--- config.mk ---
export PLATFORM = sky130hd
export DESIGN_NAME = tmr_tick_tree
export DESIGN_NICKNAME = d
export VERILOG_FILES = /design/src/rtl/tmr_tick_pkg.sv /design/src/rtl/tmr_tick_prescaler.sv /design/src/rtl/tmr_tick_postdiv.sv /design/src/rtl/tmr_tick_ext_sync.sv /design/src/rtl/tmr_tick_tree.sv
export SDC_FILE = /design/constraint.sdc
export NUM_CORES = 1
export LEC_CHECK = 0
export BUFFER_PORTS_ARGS = -buffer_cell sky130_fd_sc_hd__buf_4
export CAP_MARGIN = 20
export CORE_MARGIN = 2
export CORE_UTILIZATION = 63
export CTS_BUF_LIST = sky130_fd_sc_hd__clkbuf_4 sky130_fd_sc_hd__clkbuf_8
export DETAILED_ROUTE_END_ITERATION = 10
export PLACE_DENSITY_LB_ADDON = 0.3
export RECOVER_POWER = 50
export SKIP_CTS_REPAIR_TIMING = 1
export SLEW_MARGIN = 10
export SYNTH_ARGS = -nofsm -noshare
export SYNTH_HDL_FRONTEND = slang
export SYNTH_HIERARCHICAL = 1
export SYNTH_SLANG_ARGS = --single-unit
--- constraint.sdc ---
create_clock -name clk_i -period 4.4 [get_ports clk_i]
set_clock_uncertainty 0.15 [all_clocks]
set_input_delay 0.66 -clock clk_i [delete_from_list [all_inputs] [get_ports clk_i]]
set_output_delay 0.66 -clock clk_i [all_outputs]
set_load 0.1 [all_outputs]
--- src/rtl/tmr_tick_pkg.sv ---
`timescale 1ns/1ps
package tmr_tick_pkg;
  localparam int SEL_W = 4;

  // field values >= 4 route the external clock
  function automatic logic sel_is_ext(input logic [SEL_W-1:0] f);
    return |f[SEL_W-1:2];
  endfunction

  // low field bits n -> mask of (1 << (n+1)) - 1
  function automatic logic [3:0] div_mask(input logic [1:0] n);
    logic [4:0] one_hot;
    one_hot = 5'd2 << n;
    return 4'(one_hot - 5'd1);
  endfunction
endpackage

--- src/rtl/tmr_tick_prescaler.sv ---
`timescale 1ns/1ps
module tmr_tick_prescaler #(
  parameter int PRE_W = 8
) (
  input  logic             clk_i,
  input  logic             rst_ni,
  input  logic [PRE_W-1:0] val_i,
  output logic             tick_o,
  output logic             restart_o
);
  logic [PRE_W-1:0] val_q, cnt_q;

  assign restart_o = (val_i != val_q);
  assign tick_o    = !restart_o && (cnt_q == val_q);

  always_ff @(posedge clk_i or negedge rst_ni) begin
    if (!rst_ni) begin
      val_q <= '0;
      cnt_q <= '0;
    end else if (restart_o) begin
      val_q <= val_i;
      cnt_q <= '0;
    end else if (tick_o) begin
      cnt_q <= '0;
    end else begin
      cnt_q <= cnt_q + 1'b1;
    end
  end

  p_restart_clears_r7: assert property (@(posedge clk_i) disable iff (!rst_ni)
    restart_o |=> (cnt_q == '0 && val_q == $past(val_i)));

  p_count_step_r2: assert property (@(posedge clk_i) disable iff (!rst_ni)
    (!restart_o && !tick_o) |=> (cnt_q == $past(cnt_q) + 1'b1));

  p_tick_gap_r2: assert property (@(posedge clk_i) disable iff (!rst_ni)
    (tick_o && val_q != '0) |=> !tick_o);
endmodule

--- src/rtl/tmr_tick_postdiv.sv ---
`timescale 1ns/1ps
module tmr_tick_postdiv
  import tmr_tick_pkg::*;
#(
  parameter int CNT_W = 4
) (
  input  logic             clk_i,
  input  logic             rst_ni,
  input  logic             pre_tick_i,
  input  logic             restart_i,
  input  logic [SEL_W-1:0] field_i,
  output logic             tick_o
);
  logic [CNT_W-1:0] cnt_q, mask;

  assign mask   = CNT_W'(div_mask(field_i[1:0]));
  assign tick_o = pre_tick_i && ((cnt_q & mask) == mask);

  always_ff @(posedge clk_i or negedge rst_ni) begin
    if (!rst_ni)         cnt_q <= '0;
    else if (restart_i)  cnt_q <= '0;
    else if (pre_tick_i) cnt_q <= cnt_q + 1'b1;
  end

  p_hold_without_pre_r3: assert property (@(posedge clk_i) disable iff (!rst_ni)
    (!pre_tick_i && !restart_i) |=> $stable(cnt_q));

  p_no_back_to_back_r8: assert property (@(posedge clk_i) disable iff (!rst_ni)
    (tick_o && $stable(field_i)) |=> !tick_o);
endmodule

--- src/rtl/tmr_tick_ext_sync.sv ---
`timescale 1ns/1ps
module tmr_tick_ext_sync (
  input  logic clk_i,
  input  logic rst_ni,
  input  logic ext_i,
  output logic rise_o
);
  logic [2:0] sync_q;

  always_ff @(posedge clk_i or negedge rst_ni) begin
    if (!rst_ni) sync_q <= '0;
    else         sync_q <= {sync_q[1:0], ext_i};
  end

  assign rise_o = sync_q[1] && !sync_q[2];

  p_rise_single_r5: assert property (@(posedge clk_i) disable iff (!rst_ni)
    rise_o |=> !rise_o);
endmodule

--- src/rtl/tmr_tick_tree.sv ---
`timescale 1ns/1ps
module tmr_tick_tree
  import tmr_tick_pkg::*;
#(
  parameter int NUM_TMR   = 5,
  parameter int PRE_W     = 8,
  parameter int GRP0_TMRS = 2,
  parameter int DIV_CNT_W = 4
) (
  input  logic                     clk_i,
  input  logic                     rst_ni,
  input  logic [2*PRE_W-1:0]       pre_val_i,
  input  logic [NUM_TMR*SEL_W-1:0] tmr_sel_i,
  input  logic [1:0]               ext_clk_i,
  output logic [NUM_TMR-1:0]       tick_o
);
  localparam int NUM_GRP = 2;

  logic [NUM_GRP-1:0] pre_tick, pre_restart, ext_rise;
  logic [NUM_TMR-1:0] div_tick, ext_sel, tick_d;

  for (genvar g = 0; g < NUM_GRP; g++) begin : g_grp
    tmr_tick_prescaler #(.PRE_W(PRE_W)) i_pre (
      .clk_i    (clk_i),
      .rst_ni   (rst_ni),
      .val_i    (pre_val_i[g*PRE_W +: PRE_W]),
      .tick_o   (pre_tick[g]),
      .restart_o(pre_restart[g])
    );
    tmr_tick_ext_sync i_sync (
      .clk_i (clk_i),
      .rst_ni(rst_ni),
      .ext_i (ext_clk_i[g]),
      .rise_o(ext_rise[g])
    );
  end

  for (genvar t = 0; t < NUM_TMR; t++) begin : g_tmr
    localparam int GRP = (t < GRP0_TMRS) ? 0 : 1;
    logic [SEL_W-1:0] field;
    assign field      = tmr_sel_i[t*SEL_W +: SEL_W];
    assign ext_sel[t] = sel_is_ext(field);

    tmr_tick_postdiv #(.CNT_W(DIV_CNT_W)) i_div (
      .clk_i     (clk_i),
      .rst_ni    (rst_ni),
      .pre_tick_i(pre_tick[GRP]),
      .restart_i (pre_restart[GRP]),
      .field_i   (field),
      .tick_o    (div_tick[t])
    );

    assign tick_d[t] = ext_sel[t] ? ext_rise[GRP] : div_tick[t];

    always_ff @(posedge clk_i or negedge rst_ni) begin
      if (!rst_ni) tick_o[t] <= 1'b0;
      else         tick_o[t] <= tick_d[t];
    end

    p_ext_source_r5: assert property (@(posedge clk_i) disable iff (!rst_ni)
      ($past(ext_sel[t]) && tick_o[t]) |-> $past(ext_rise[GRP]));

    p_ext_blocks_pre_r6: assert property (@(posedge clk_i) disable iff (!rst_ni)
      ($past(ext_sel[t]) && !$past(ext_rise[GRP])) |-> !tick_o[t]);

    p_div_source_r9: assert property (@(posedge clk_i) disable iff (!rst_ni)
      (!$past(ext_sel[t]) && tick_o[t]) |-> $past(pre_tick[GRP]));

    p_single_pulse_r8: assert property (@(posedge clk_i) disable iff (!rst_ni)
      (tick_o[t] && $stable(tmr_sel_i)) |=> !tick_o[t]);
  end

  p_reset_quiet_r1: assert property (@(posedge clk_i)
    !rst_ni |-> (tick_o == '0));
endmodule

* After elaboration in Yosys (flattened, before gate mapping)
Cells that the tools add are included.
** Cells by class
- Bitwise gates (word level) :: 5
- Muxes and demuxes :: 19
- Reductions and logical operators :: 20
- Shift-type cells :: 5
- Add/subtract/negate cells :: 12
- Eq/ne operators :: 9
** Operators with widths (count)
- two-way mux 4 bit :: 10
- two-way mux 8 bit :: 4
- adder 4 x 1 -> 4 bit (second input constant) :: 5
- bitwise AND 4 bit :: 5
- == test 4 bit :: 5
- left shift 2 x 2 -> 4 bit (first input constant) :: 5
- subtractor 4 x 1 -> 4 bit (second input constant) :: 5
- adder 8 x 1 -> 8 bit (second input constant) :: 2
- == test 8 bit :: 2
- != test 8 bit :: 2
- OR reduction 2 bit :: 5
- logical AND 1 bit :: 9
- two-way mux 1 bit :: 5
- logical NOT 1 bit :: 4
- nonzero test 2 bit :: 2
** Word-level totals
- Bits of input ports :: 40
- Register bits after elaboration :: 63
- Output and inout bits :: 5

* Longest topological paths before layout
- Word-level depth :: 6
- Depth in mapped cells :: 7
- Mapped depth without buffers :: 7

* Modules after synthesis
The synthesis kept the hierarchy.
** By module, submodules not included
- tmr_tick_prescaler :: instances 2, cells an instance 69, area each 785.8 um2
- tmr_tick_postdiv :: instances 5, cells an instance 20, area each 198.9 um2
- tmr_tick_tree :: instances 1, cells an instance 15, area each 200.2 um2
- tmr_tick_ext_sync :: instances 2, cells an instance 4, area each 88.8 um2

* Worst setup path after synthesis
OpenSTA, ideal clock, no wires.
- Kind :: input port to flip-flop
- From :: in pre_val_i[14]
- To :: reg g_tmr[2].i_div.cnt_q[3]
- Stages on the path :: 7
- Slack :: 1157 ps
- Setup time :: 132 ps
- Arrival :: 2961 ps
- Path buffers :: 0
- Cells stage by stage :: xor2_1 -> nor4_4 -> nand2_1 -> nor3_1 -> nand4_1 -> xor2_1 -> nor2_1
** On the way
- Longest elaborated chain between the ends :: 4
** RTL lines
- start: declaration :: line tmr_tick_tree.sv:12 : input logic [2*PRE_W-1:0] pre_val_i,
- != test 8 bit :: line tmr_tick_prescaler.sv:13 : assign restart_o = (val_i != val_q);
- named net pre_restart[1] :: line tmr_tick_tree.sv:19 : logic [NUM_GRP-1:0] pre_tick, pre_restart, ext_rise;
- logical NOT 1 bit :: line tmr_tick_prescaler.sv:14 : assign tick_o = !restart_o && (cnt_q == val_q);
- logical AND 1 bit :: line tmr_tick_prescaler.sv:14
- named net pre_tick[1] :: line tmr_tick_tree.sv:19
- nonzero test 2 bit (no line)
- end signal: assignment :: line tmr_tick_postdiv.sv:22 : else if (pre_tick_i) cnt_q <= cnt_q + 1'b1;
- end: declaration :: line tmr_tick_postdiv.sv:14 : logic [CNT_W-1:0] cnt_q, mask;
The timed path passes the listed nets, and every way through them passes these cells.
A chain may end at the register's enable or synchronous reset.

* Worst setup path in the final report
- From :: in pre_val_i[13]
- To :: reg tick_o[4]
** On the way
- Longest elaborated chain between the ends :: 5
** RTL lines
- != test 8 bit :: line tmr_tick_prescaler.sv:13
- named net pre_restart[1] :: line tmr_tick_tree.sv:19
- logical NOT 1 bit :: line tmr_tick_prescaler.sv:14
- logical AND 1 bit :: line tmr_tick_prescaler.sv:14
- named net pre_tick[1] :: line tmr_tick_tree.sv:19
- logical AND 1 bit :: line tmr_tick_postdiv.sv:17 : assign tick_o = pre_tick_i && ((cnt_q & mask) == mask);
- named net div_tick[4] :: line tmr_tick_tree.sv:20 : logic [NUM_TMR-1:0] div_tick, ext_sel, tick_d;
- two-way mux 1 bit :: line tmr_tick_tree.sv:53 : assign tick_d[t] = ext_sel[t] ? ext_rise[GRP] : div_tick[t];
- named net tick_d[4] :: line tmr_tick_tree.sv:20
- end signal: indexed assignment :: line tmr_tick_tree.sv:57 : else tick_o[t] <= tick_d[t];
- end: declaration :: line tmr_tick_tree.sv:15 : output logic [NUM_TMR-1:0] tick_o
The timed path passes the listed nets, and every way through them passes these cells.

==> results.md <==
Outcome:
- The flow ran to the end, and the final reports show no timing, DRC or antenna violations.

Clock tree:
- The clock tree from TritonCTS is yes.
- The maximum clock path buffer count is 2.
- Buffers inserted during clock tree synthesis total 9.
- The number of sinks on the clock net is 63.
- Clock-pin slew was measured on the worst setup and hold paths at 0.07 ns.
- The maximum level of the CTS H-tree is 3.
- The cell at the root of the clock tree is sky130_fd_sc_hd__clkbuf_8.
- The worst-skew pair later-pin latency is 0.34 ns.

GRT:
- The remaining global-route overflow is 0.
- Entering global routing, the biggest net connects 64 pins.
- The first global-routing pass estimated 8.33 mm of wire.
- The overall track demand over capacity in global routing is 21.6%.
- The via count of the first global-routing pass is 1916.
- The number of antenna violations at the first check in global routing came to 0.

Worst setup path:
- In this run the critical register-to-register path is launched from g_grp[1].i_pre/val_q[1].
- The cell seen most often among critical-path stages is sky130_fd_sc_hd__nand2_1.
- In this run the worst setup path terminates at tick_o[4].
- The worst-case reg-to-reg path depth is 7.
- Together, buffers and inverters on the worst path number 1.
- The critical path goes through clkbuf_1 -> xor2_2 -> nor4_4 -> nand2_1 -> nor3_2 -> nand2_1 -> a221oi_1 -> mux2_1.
- The highest-delay cell along the critical path is sky130_fd_sc_hd__nor3_2.
- On the worst path, the slowest cell contributes a delay of 0.92 ns.
- The type of destination of the critical path is a flop.
- Data arrives at the worst endpoint at 3.04 ns.
- The register-to-register setup slack is 1.49 ns.
- STA puts the critical path data required time at 4.53 ns.
- In this run the critical register-to-register path is captured at tick_o[4].
- The type of the worst setup path is in2reg.
- In this run the number of cells on the critical path is 8.
- The worst setup path is launched from a primary input.
- The kind of cell with the highest combined delay along the critical path is simple AND/OR/NAND/NOR gates.
- The top fanout value on the critical path is 15.
- The startpoint of the worst setup timing path is pre_val_i[13].

Flow run:
- The max-capacitance violation count is 0.

Place:
- The number of instances in the placed design is 342.
- The post-detailed-placement cell area is 3290 um^2.
- The minimum setup slack after placement is 1.10 ns.
- The number of buffers added on ports is 44.
- The post-DP HPWL is 3.33 mm.
- The last weighted congestion value of the routability-driven placer is 0.820.

Route:
- The met2 wirelength from detailed routing is 2.27 mm.
- The final route contains 1882 vias.
- The first-pass iteration count of the detailed router is 4.
- In the routed design, unresolved DRC markers number 0.
- The detailed router finished its first iteration with 107 violations.
- The total length of routed met3 wires is 318 um.
- Wires add up to 4.73 mm.
- The topmost layer with routed signal wires is met4.
- After detailed routing, the average wire length per cell comes to 13.2 um.
- In the routed layout, each cell is associated on average with a via count of 5.26.
- In this run the remaining antenna-violating nets after routing total 0.
- In the final routing, the length of wire on met1 measures 2.06 mm.

Final layout:
- The storage element area is 1580 um^2.
- The share of the core filled with cells is 77.9%.
- The filler cells instantiated in the layout total 301.
- The number of antenna diodes in the final layout is 0.
- Cells with a size suffix above 1 make up 18.3% of the layout.
- Summing all non-filler instances in the final layout gives an area of 3440 um^2.
- At the end of the flow, the number of nets in the layout was 348.
- The library cell used most frequently in the layout, excluding fill and tap cells, is sky130_fd_sc_hd__dfrtp_1.
- In the layout the commonest cells are 63 x sky130_fd_sc_hd__dfrtp_1, 41 x sky130_fd_sc_hd__nor2_1, 32 x sky130_fd_sc_hd__xor2_1, 27 x sky130_fd_sc_hd__buf_4, 25 x sky130_fd_sc_hd__xnor2_1.
- The post-route non-filler standard cell count is 358.
- The area of the multi-input gates is 1290 um^2.
- The layout-stage area growth over the synthesis result is 16.8%.

STA:
- Setup repair after global routing left no endpoint under its margin.
- Based on the critical path, the design can be clocked at up to 343 MHz.
- The worst hold slack is 0.215 ns.
- The final critical path takes up 66.2% of the cycle.
- The minimum setup slack in the final design is 1.49 ns.
- In the final timing run, aggregate negative setup slack is 0 ns.
- The total count of hold-check failures in the final report is 0.
- At the pin with the least slew margin, the transition time is 1.01 ns.
- The number of pins with negative max-slew slack in the final report came to 0.
- Setup violations remaining at the end of the flow were counted as 0.
- The minimum clock period is 2.91 ns.
- The worst pin sits at a relative slew slack of 32.0%.

Logic synthesis:
- A synthesized cell averages 11.3 um^2.
- Synthesis inferred 63 register bits.
- The number of unique standard cell types used by synthesis is 20.
- The number of nets handed over by synthesis was 308.
- The synthesized netlist cell count is 261.
- The synthesized area is 2940 um^2.
- The number of warning messages in the yosys log is 6.
- Of the synthesized area, sequential elements account for 53.5%.

Power and ir drop:
- The maximum VDD drop is 0.255 mV.
- Dividing total power by cell area gives a power density of 351 nW/um^2.
- The design draws 1.21 mW.
- The cell leakage power is 1.49 nW.

Die:
- The initialized floorplan defines 24 standard-cell rows.
- The starting density of the core is 66.7%.
- The die footprint is 5240 um^2.
- The vertical extent of the die is 72.4 um.
- The core region is 4410 um^2.
- The total I/O pin count is 45.
- The die width is 72.4 um.

Worst hold path:
- The path class of the tightest hold or removal check is reg2reg.
-- cells by family (layout without fill, tap and decap cells) --
family          Yosys count  count (layout)  share of synthesized area [%]
compound gates           12              12                           3.19
buf+inv                  23              68                           2.93
fa+ha+maj                 7               7                           2.97
flops                    63              63                           53.5
xor+xnor                 59              59                           18.1
mux                      10              10                           3.61
simple gates             87              87                           15.7
-- area by class of cell --
cell class	instances	area share [%]
multi-input combinational	175	37.4
inverter	7	0.764
sequential	63	45.8
clock inverter	4	1.60
tap	52	1.89
clock buffer	12	4.44
timing repair buffer	45	8.08
-- where the power goes --
part | total, mW | internal [mW] | switching (mW)
clock | 0.510 | 0.292 | 0.219
sequential | 0.601 | 0.592 | 0.00955
combinational | 0.0952 | 0.0378 | 0.0574
-- per-layer routing --
layer  global-route usage (%)  vias up
li1                         -      930
met1                     26.7      898
met2                     33.4       47
met3                     8.47        7
met4                     10.3        0
met5                        0        -
-- Yosys cell counts, drive strengths merged --
library cell	count	area share, %
a221oi	5	1.5
and3	4	0.85
clkbuf	16	2.0
dfrtp	63	54
ha	7	3.0
inv	7	0.89
mux2	5	1.9
mux2i	5	1.7
nand2	17	2.2
nand3	8	1.4
nand4	9	1.9
nor2	41	5.2
nor2b	2	0.94
nor3	2	0.34
nor4	4	2.9
o211ai	2	0.85
o21ai	5	0.85
xnor2	25	7.4
xor2	34	11
-- flip-flops by register name (all words and copies together), names as in the netlist --
register	cells
g_tmr.i_div/cnt_q	20
g_grp.i_pre/val_q	16
tick_o	5
g_grp.i_pre/cnt_q	16
g_grp.i_sync/sync_q	6
-- worst min-delay path by stage --
stage	start	to	depth (start not counted)
floorplan	g_grp[0].i_sync/sync_q[0]	g_grp[0].i_sync/sync_q[1]	0
global placement	g_grp[1].i_sync/sync_q[0]	g_grp[1].i_sync/sync_q[1]	0
detailed placement	g_grp[0].i_sync/sync_q[0]	g_grp[0].i_sync/sync_q[1]	0
CTS	g_grp[0].i_sync/sync_q[0]	g_grp[0].i_sync/sync_q[1]	0
global route	g_grp[0].i_sync/sync_q[0]	g_grp[0].i_sync/sync_q[1]	0
finish	g_grp[0].i_sync/sync_q[0]	g_grp[0].i_sync/sync_q[1]	0
(Power assumes the default switching activity.)
